File: config.mk
export PLATFORM = sky130hd
export DESIGN_NAME = irq_grp_arb
export DESIGN_NICKNAME = d
export VERILOG_FILES = /design/src/rtl/irq_arb_pkg.sv /design/src/rtl/irq_cfg_regs.sv /design/src/rtl/irq_level_max.sv /design/src/rtl/irq_low_pick.sv /design/src/rtl/irq_grp_arb.sv
export SDC_FILE = /design/constraint.sdc
export NUM_CORES = 1
export LEC_CHECK = 0
export ABC_CLOCK_PERIOD_IN_PS = 7780
export CAP_MARGIN = 20
export CELL_PAD_IN_SITES_DETAIL_PLACEMENT = 1
export CELL_PAD_IN_SITES_GLOBAL_PLACEMENT = 2
export CORE_MARGIN = 1
export CORE_UTILIZATION = 31
export DETAILED_ROUTE_END_ITERATION = 6
export GPL_TIMING_DRIVEN = 0
export PLACE_DENSITY = 0.83
export SLEW_MARGIN = 5
export SYNTH_ARGS = -nofsm -noshare
export SYNTH_HDL_FRONTEND = slang
export SYNTH_SLANG_ARGS = --single-unit
export TNS_END_PERCENT = 30
File: constraint.sdc
create_clock -name clk_i -period 7.78 [get_ports clk_i]
set_input_delay 0.778 -clock clk_i [delete_from_list [all_inputs] [get_ports clk_i]]
set_output_delay 0.778 -clock clk_i [all_outputs]
set_load 0.005 [all_outputs]
File: src/rtl/irq_arb_pkg.sv
package irq_arb_pkg;
    parameter int NUM_SRC  = 32;
    parameter int GRP_SIZE = 4;
    parameter int LVL_W    = 2;
    parameter int ADDR_W   = 3;
    parameter int DATA_W   = 8;

    localparam int NUM_GRP  = NUM_SRC / GRP_SIZE;
    localparam int NUM_LVL  = 1 << LVL_W;
    localparam int ID_W     = $clog2(NUM_SRC);
    localparam int PRIO_W   = NUM_GRP * LVL_W;
    localparam int MASK_REGS = NUM_SRC / DATA_W;
    localparam int PRIO_REGS = PRIO_W / DATA_W;

    localparam logic [ADDR_W-1:0] ADDR_CTRL      = '0;
    localparam logic [ADDR_W-1:0] ADDR_MASK_BASE = ADDR_W'(1);
    localparam logic [ADDR_W-1:0] ADDR_PRIO_BASE = ADDR_W'(1 + MASK_REGS);

    typedef logic [ID_W-1:0]  id_t;
    typedef logic [LVL_W-1:0] lvl_t;

    typedef struct packed {
        logic                glob_en;
        logic [NUM_SRC-1:0]  mask;
        logic [PRIO_W-1:0]   prio;
    } cfg_t;
endpackage

File: src/rtl/irq_cfg_regs.sv
module irq_cfg_regs
    import irq_arb_pkg::*;
(
    input  logic              clk_i,
    input  logic              rst_ni,
    input  logic              wr_en_i,
    input  logic [ADDR_W-1:0] wr_addr_i,
    input  logic [DATA_W-1:0] wr_data_i,
    output cfg_t              cfg_o
);
    cfg_t cfg_d, cfg_q;

    always_comb begin
        cfg_d = cfg_q;
        if (wr_en_i) begin
            if (wr_addr_i == ADDR_CTRL) begin
                cfg_d.glob_en = wr_data_i[0];
            end
            for (int r = 0; r < MASK_REGS; r++) begin
                if (wr_addr_i == ADDR_MASK_BASE + ADDR_W'(r)) begin
                    cfg_d.mask[r*DATA_W +: DATA_W] = wr_data_i;
                end
            end
            for (int r = 0; r < PRIO_REGS; r++) begin
                if (wr_addr_i == ADDR_PRIO_BASE + ADDR_W'(r)) begin
                    cfg_d.prio[r*DATA_W +: DATA_W] = wr_data_i;
                end
            end
        end
    end

    always_ff @(posedge clk_i or negedge rst_ni) begin
        if (!rst_ni) cfg_q <= '0;
        else         cfg_q <= cfg_d;
    end

    assign cfg_o = cfg_q;

    // with no write strobe the configuration holds
    a_r4_cfg_hold: assert property (@(posedge clk_i) disable iff (!rst_ni)
        !wr_en_i |=> $stable(cfg_q));
endmodule

File: src/rtl/irq_level_max.sv
module irq_level_max
    import irq_arb_pkg::*;
(
    input  logic [NUM_SRC-1:0] cand_i,
    input  logic [PRIO_W-1:0]  prio_i,
    output logic               any_o,
    output lvl_t               max_lvl_o,
    output logic [NUM_SRC-1:0] at_max_o
);
    lvl_t src_lvl [NUM_SRC];

    for (genvar i = 0; i < NUM_SRC; i++) begin : g_src
        localparam int GRP = i / GRP_SIZE;
        assign src_lvl[i] = prio_i[GRP*LVL_W +: LVL_W];
        assign at_max_o[i] = cand_i[i] && (src_lvl[i] == max_lvl_o);
    end

    always_comb begin
        max_lvl_o = '0;
        for (int l = 0; l < NUM_LVL; l++) begin
            for (int i = 0; i < NUM_SRC; i++) begin
                if (cand_i[i] && src_lvl[i] == lvl_t'(l)) max_lvl_o = lvl_t'(l);
            end
        end
    end

    assign any_o = |cand_i;

    // a pending candidate always leaves at least one source at the top level
    always_comb begin
        a_r6_top_nonempty: assert (!any_o || (at_max_o != '0));
    end
endmodule

File: src/rtl/irq_low_pick.sv
module irq_low_pick
    import irq_arb_pkg::*;
(
    input  logic [NUM_SRC-1:0] vec_i,
    output logic               found_o,
    output id_t                id_o
);
    always_comb begin
        found_o = 1'b0;
        id_o    = '0;
        for (int i = NUM_SRC - 1; i >= 0; i--) begin
            if (vec_i[i]) begin
                found_o = 1'b1;
                id_o    = id_t'(i);
            end
        end
    end

    // the chosen source is set and no lower source is set
    always_comb begin
        a_r7_lowest: assert (!found_o ||
            (vec_i[id_o] && ((vec_i & ((NUM_SRC'(1) << id_o) - NUM_SRC'(1))) == '0)));
    end
endmodule

File: src/rtl/irq_grp_arb.sv
module irq_grp_arb
    import irq_arb_pkg::*;
(
    input  logic              clk_i,
    input  logic              rst_ni,
    input  logic [31:0]       req_i,
    input  logic              wr_en_i,
    input  logic [2:0]        wr_addr_i,
    input  logic [7:0]        wr_data_i,
    input  logic              ack_i,
    output logic              irq_valid_o,
    output logic [4:0]        irq_id_o,
    output logic              ack_valid_o,
    output logic [4:0]        ack_id_o
);
    typedef struct packed {
        logic valid;
        id_t  id;
        logic ack_valid;
        id_t  ack_id;
        logic ack_prev;
    } arb_st_t;

    cfg_t               cfg;
    logic [NUM_SRC-1:0] cand, at_max;
    logic               any_cand, found;
    lvl_t               max_lvl;
    id_t                win_id;
    arb_st_t            st_d, st_q;

    irq_cfg_regs u_cfg (
        .clk_i     (clk_i),
        .rst_ni    (rst_ni),
        .wr_en_i   (wr_en_i),
        .wr_addr_i (wr_addr_i),
        .wr_data_i (wr_data_i),
        .cfg_o     (cfg)
    );

    assign cand = cfg.glob_en ? (req_i & cfg.mask) : '0;

    irq_level_max u_lvl (
        .cand_i    (cand),
        .prio_i    (cfg.prio),
        .any_o     (any_cand),
        .max_lvl_o (max_lvl),
        .at_max_o  (at_max)
    );

    irq_low_pick u_pick (
        .vec_i   (at_max),
        .found_o (found),
        .id_o    (win_id)
    );

    always_comb begin
        st_d           = st_q;
        st_d.valid     = any_cand && found;
        st_d.id        = (any_cand && found) ? win_id : '0;
        st_d.ack_prev  = ack_i;
        st_d.ack_valid = ack_i && !st_q.ack_prev && st_q.valid;
        st_d.ack_id    = (ack_i && !st_q.ack_prev && st_q.valid) ? st_q.id : '0;
    end

    always_ff @(posedge clk_i or negedge rst_ni) begin
        if (!rst_ni) st_q <= '0;
        else         st_q <= st_d;
    end

    assign irq_valid_o = st_q.valid;
    assign irq_id_o    = st_q.id;
    assign ack_valid_o = st_q.ack_valid;
    assign ack_id_o    = st_q.ack_id;

    logic [NUM_SRC-1:0] live;
    assign live = req_i & cfg.mask;

    // a reported winner needs the global enable at the previous edge
    a_r2_valid_needs_ge: assert property (@(posedge clk_i) disable iff (!rst_ni)
        irq_valid_o |-> $past(cfg.glob_en));
    // the reported source was pending and enabled at the previous edge
    a_r3_winner_enabled: assert property (@(posedge clk_i) disable iff (!rst_ni)
        irq_valid_o |-> (($past(live) >> irq_id_o) & NUM_SRC'(1)) != '0);
    // idle output reports source 0
    a_r8_idle_zero: assert property (@(posedge clk_i) disable iff (!rst_ni)
        !irq_valid_o |-> irq_id_o == '0);
    // ack pulse lasts one cycle and carries the prior winner
    a_r9_ack_single: assert property (@(posedge clk_i) disable iff (!rst_ni)
        ack_valid_o |=> !ack_valid_o);
    a_r9_ack_id: assert property (@(posedge clk_i) disable iff (!rst_ni)
        ack_valid_o |-> ack_id_o == $past(irq_id_o));
endmodule

==> insert_results.sql <==
INSERT INTO impl_metrics (metric_group, metric, value, unit) VALUES
('global_route', 'grt_first_pass_wirelength', '19880', 'um'),
('routing', 'drt-vias-per-instance', '5.471', ''),
('clocking', 'clk_latency', '330', 'ps'),
('global_route', 'total_congestion_overflow_after_global_routing', '0', ''),
('timing', 'final-max-slew-violation-count', '0', ''),
('timing', 'hold_viol_final', '0', ''),
('worst_setup_path', 'cp_data_arrival_time', '4940', 'ps'),
('worst_hold_path', 'type_of_the_tightest_min_delay_check', 'register to register', ''),
('clocking', 'cts_sinks', '62', ''),
('timing', 'fmax', '210.9', 'MHz'),
('routing', 'antenna_violating_nets_post_route', '0', ''),
('die', 'initial_core_util', '0.3212', ''),
('worst_setup_path', 'cp_max_fo', '10', ''),
('yosys', 'synth_top_cell_by_area', 'sky130_fd_sc_hd__dfrtp_1', ''),
('routing', 'detailedRoute.firstPassIterationCount', '4', ''),
('layout', 'area.growth.synth_to_final', '27.83', '%'),
('clocking', 'cts_buffer_depth', '2', ''),
('yosys', 'syn-num-nets', '416', ''),
('global_route', 'initial_antenna_violation_count', '0', ''),
('routing', 'first_iter_violations', '203', ''),
('layout', 'filler_instances', '1338', ''),
('yosys', 'netlist-cell-type-count', '67', ''),
('placement', 'place.detailed.hpwl', '9192', 'um'),
('yosys', 'synth.most_common_cell', 'sky130_fd_sc_hd__dfrtp_1', ''),
('outcome', 'run_status', 'complete, no violations', ''),
('timing', 'grt_setup_unrepaired', 'false', ''),
('yosys', 'async_flop_share', '1.000', ''),
('yosys', 'synth_top_cell_area_share', '0.3972', ''),
('layout', 'utilization', '0.4106', ''),
('worst_setup_path', 'rrSetupSlack', '3430', 'ps'),
('die', 'core_region_area', '12160', 'um2'),
('die', 'fp-row-count', '40', ''),
('die', 'die_width', '114.3', 'um'),
('yosys', 'postSynthCellCount', '369', ''),
('clocking', 'cts_tree', 'built', ''),
('layout', 'drive_gt1_frac', '0.2573', ''),
('routing', 'routed_wirelength', '12200', 'um'),
('placement', 'place.gp.congestion', '0.8627', ''),
('die', 'die_area', '13050', 'um2'),
('timing', 'max-slew-margin-rel', '0.3352', ''),
('placement', 'port-buffer-count', '56', ''),
('yosys', 'synth.top_cells.by_area', 'sky130_fd_sc_hd__dfrtp_1, sky130_fd_sc_hd__mux2_2, sky130_fd_sc_hd__nand2_1', ''),
('layout', 'instances_no_fill', '611', ''),
('yosys', 'ys_warn_count', '0', ''),
('yosys', 'post_synth_most_frequent_cells', 'sky130_fd_sc_hd__dfrtp_1, sky130_fd_sc_hd__mux2_2, sky130_fd_sc_hd__nand2_1, sky130_fd_sc_hd__a21oi_1, sky130_fd_sc_hd__a211oi_1', ''),
('clocking', 'hold_buf_count_cts', '0', ''),
('clocking', 'path_clk_slew', '50', 'ps'),
('yosys', 'syn_area_per_cell', '10.59', 'um2'),
('yosys', 'yosysSeqAreaShare', '0.3972', ''),
('global_route', 'largest_net_degree_at_the_start_of_global_routing', '63', ''),
('clocking', 'cts_post_setup_buffers_inserted', '0', ''),
('die', 'top_level_port_count', '59', ''),
('power_and_ir_drop', 'cellPowerDensity', '288.0', 'nW/um2'),
('power_and_ir_drop', 'power_leakage', '1.959', 'nW'),
('timing', 'max_slew.worst_pin.slew', '984.3', 'ps'),
('yosys', 'post_synth_edffs', '0', ''),
('routing', 'drc_errors', '0', ''),
('worst_setup_path', 'kind_of_end_point_of_the_critical_path', 'register', ''),
('timing', 'clock-skew-final', '5.529', 'ps'),
('power_and_ir_drop', 'worst_ir_drop_vdd', '0.00008433', 'V'),
('timing', 'timing.final.crit_share', '0.6095', ''),
('worst_setup_path', 'r2r_cells', '10', ''),
('yosys', 'synth.cell_area', '3906', 'um2'),
('yosys', 'ys_ff_latch', '62', ''),
('timing', 'fin_tns_setup', '0', 'ps'),
('worst_setup_path', 'start_kind', 'primary input', ''),
('timing', 'fin_hold_ws', '467.6', 'ps'),
('routing', 'route.vias.total', '3343', ''),
('clocking', 'cts_htree_levels', '3', ''),
('clocking', 'clockRootBuffer', 'sky130_fd_sc_hd__clkbuf_16', ''),
('placement', 'placed_cell_area', '4684', 'um2');
logic make-up after synthesis:
family / count (synthesis) / synth area share
buffers and inverters: 22 / 0.03203
flip-flops: 62 / 0.3972
AND/OR/NAND/NOR: 113 / 0.1573
XOR/XNOR: 7 / 0.01570
multiplexers: 55 / 0.1579
AO/OA/AOI/OAI: 110 / 0.2399
sequential cells by signal, indices dropped and copies added, names as in the netlist:
name	count
st_q	1
irq_id_o	5
irq_valid_o	1
u_cfg.cfg_o	49
ack_valid_o	1
ack_id_o	5
final cells by class:
class                           instances  area share
Multi-Input combinational cell        285      0.4475
Sequential cell                        62      0.3107
Timing Repair Buffer                   58      0.1143
Clock buffer                           12     0.05137
Tap cell                              168     0.04209
Buffer                                 16     0.02055
Clock inverter                          4    0.009020
Inverter                                6    0.004510
where the power goes:
part	internal, mW	leakage, nW	switching [mW]
Combinational	0.259	1.04	0.308
Clock	0.264	0.152	0.143
Sequential	0.392	0.763	0.0716
through the flow:
step                setup WS [ps]  power, mW
floorplan                    4419     0.8358
global placement             2860      1.014
detailed placement           2857      1.033
CTS                          3202      1.446
global route                 2953      1.520
finish                       3038      1.438
layer usage:
layer  share of wire  GRT usage
met3           0.043    0.02435
met4           0.029    0.09524
met2            0.49     0.3523
met5               0          0
met1            0.43     0.2537
layout by cell type (no fill, tap or decap), types with 3 or more instances in the layout:
cell type / n
sky130_fd_sc_hd__dfrtp_1: 62
sky130_fd_sc_hd__clkdlybuf4s50_1: 55
sky130_fd_sc_hd__nand2_1: 52
sky130_fd_sc_hd__mux2_2: 52
sky130_fd_sc_hd__a21oi_1: 17
sky130_fd_sc_hd__a211oi_1: 14
sky130_fd_sc_hd__a22oi_2: 11
sky130_fd_sc_hd__o21ai_0: 11
sky130_fd_sc_hd__buf_4: 11
sky130_fd_sc_hd__nand2b_1: 9
sky130_fd_sc_hd__clkbuf_16: 9
sky130_fd_sc_hd__and2_1: 8
sky130_fd_sc_hd__nand3_1: 8
sky130_fd_sc_hd__a22oi_1: 6
sky130_fd_sc_hd__inv_1: 6
sky130_fd_sc_hd__xnor2_1: 6
sky130_fd_sc_hd__nor2_1: 5
sky130_fd_sc_hd__buf_2: 5
sky130_fd_sc_hd__nor4_1: 4
sky130_fd_sc_hd__a311oi_1: 4
sky130_fd_sc_hd__a211o_1: 4
sky130_fd_sc_hd__nor3_1: 4
sky130_fd_sc_hd__a32oi_1: 4
sky130_fd_sc_hd__a31oi_1: 3
sky130_fd_sc_hd__o31a_1: 3
sky130_fd_sc_hd__clkbuf_1: 3
sky130_fd_sc_hd__nand4b_1: 3
sky130_fd_sc_hd__clkinv_2: 3
worst max-delay path, cell delays in order:
cell and delay, ps:
sky130_fd_sc_hd__clkdlybuf4s50_1 450, sky130_fd_sc_hd__a22oi_2 390, sky130_fd_sc_hd__a211oi_1 200, sky130_fd_sc_hd__nor4_4 640
sky130_fd_sc_hd__nand2_1 460, sky130_fd_sc_hd__o41ai_1 1010, sky130_fd_sc_hd__a21boi_1 520, sky130_fd_sc_hd__o21ai_0 170
sky130_fd_sc_hd__o31a_1 330
path summary, 6_finish.rpt:
kind                                                  start                          end
worst max-delay path                              req_i[14]        irq_id_o[0]$_DFF_PN0_
worst min-delay path                      st_q[0]$_DFF_PN0_        ack_valid_o$_DFF_PN0_
worst max register to register  u_cfg.cfg_o[48]$_DFFE_PN0P_        irq_id_o[0]$_DFF_PN0_
worst min register to register            st_q[0]$_DFF_PN0_        ack_valid_o$_DFF_PN0_
max in group asynchronous                            rst_ni   u_cfg.cfg_o[0]$_DFFE_PN0P_
min in group asynchronous                            rst_ni  u_cfg.cfg_o[36]$_DFFE_PN0P_
No activity file was read; power rests on OpenSTA's default activity.
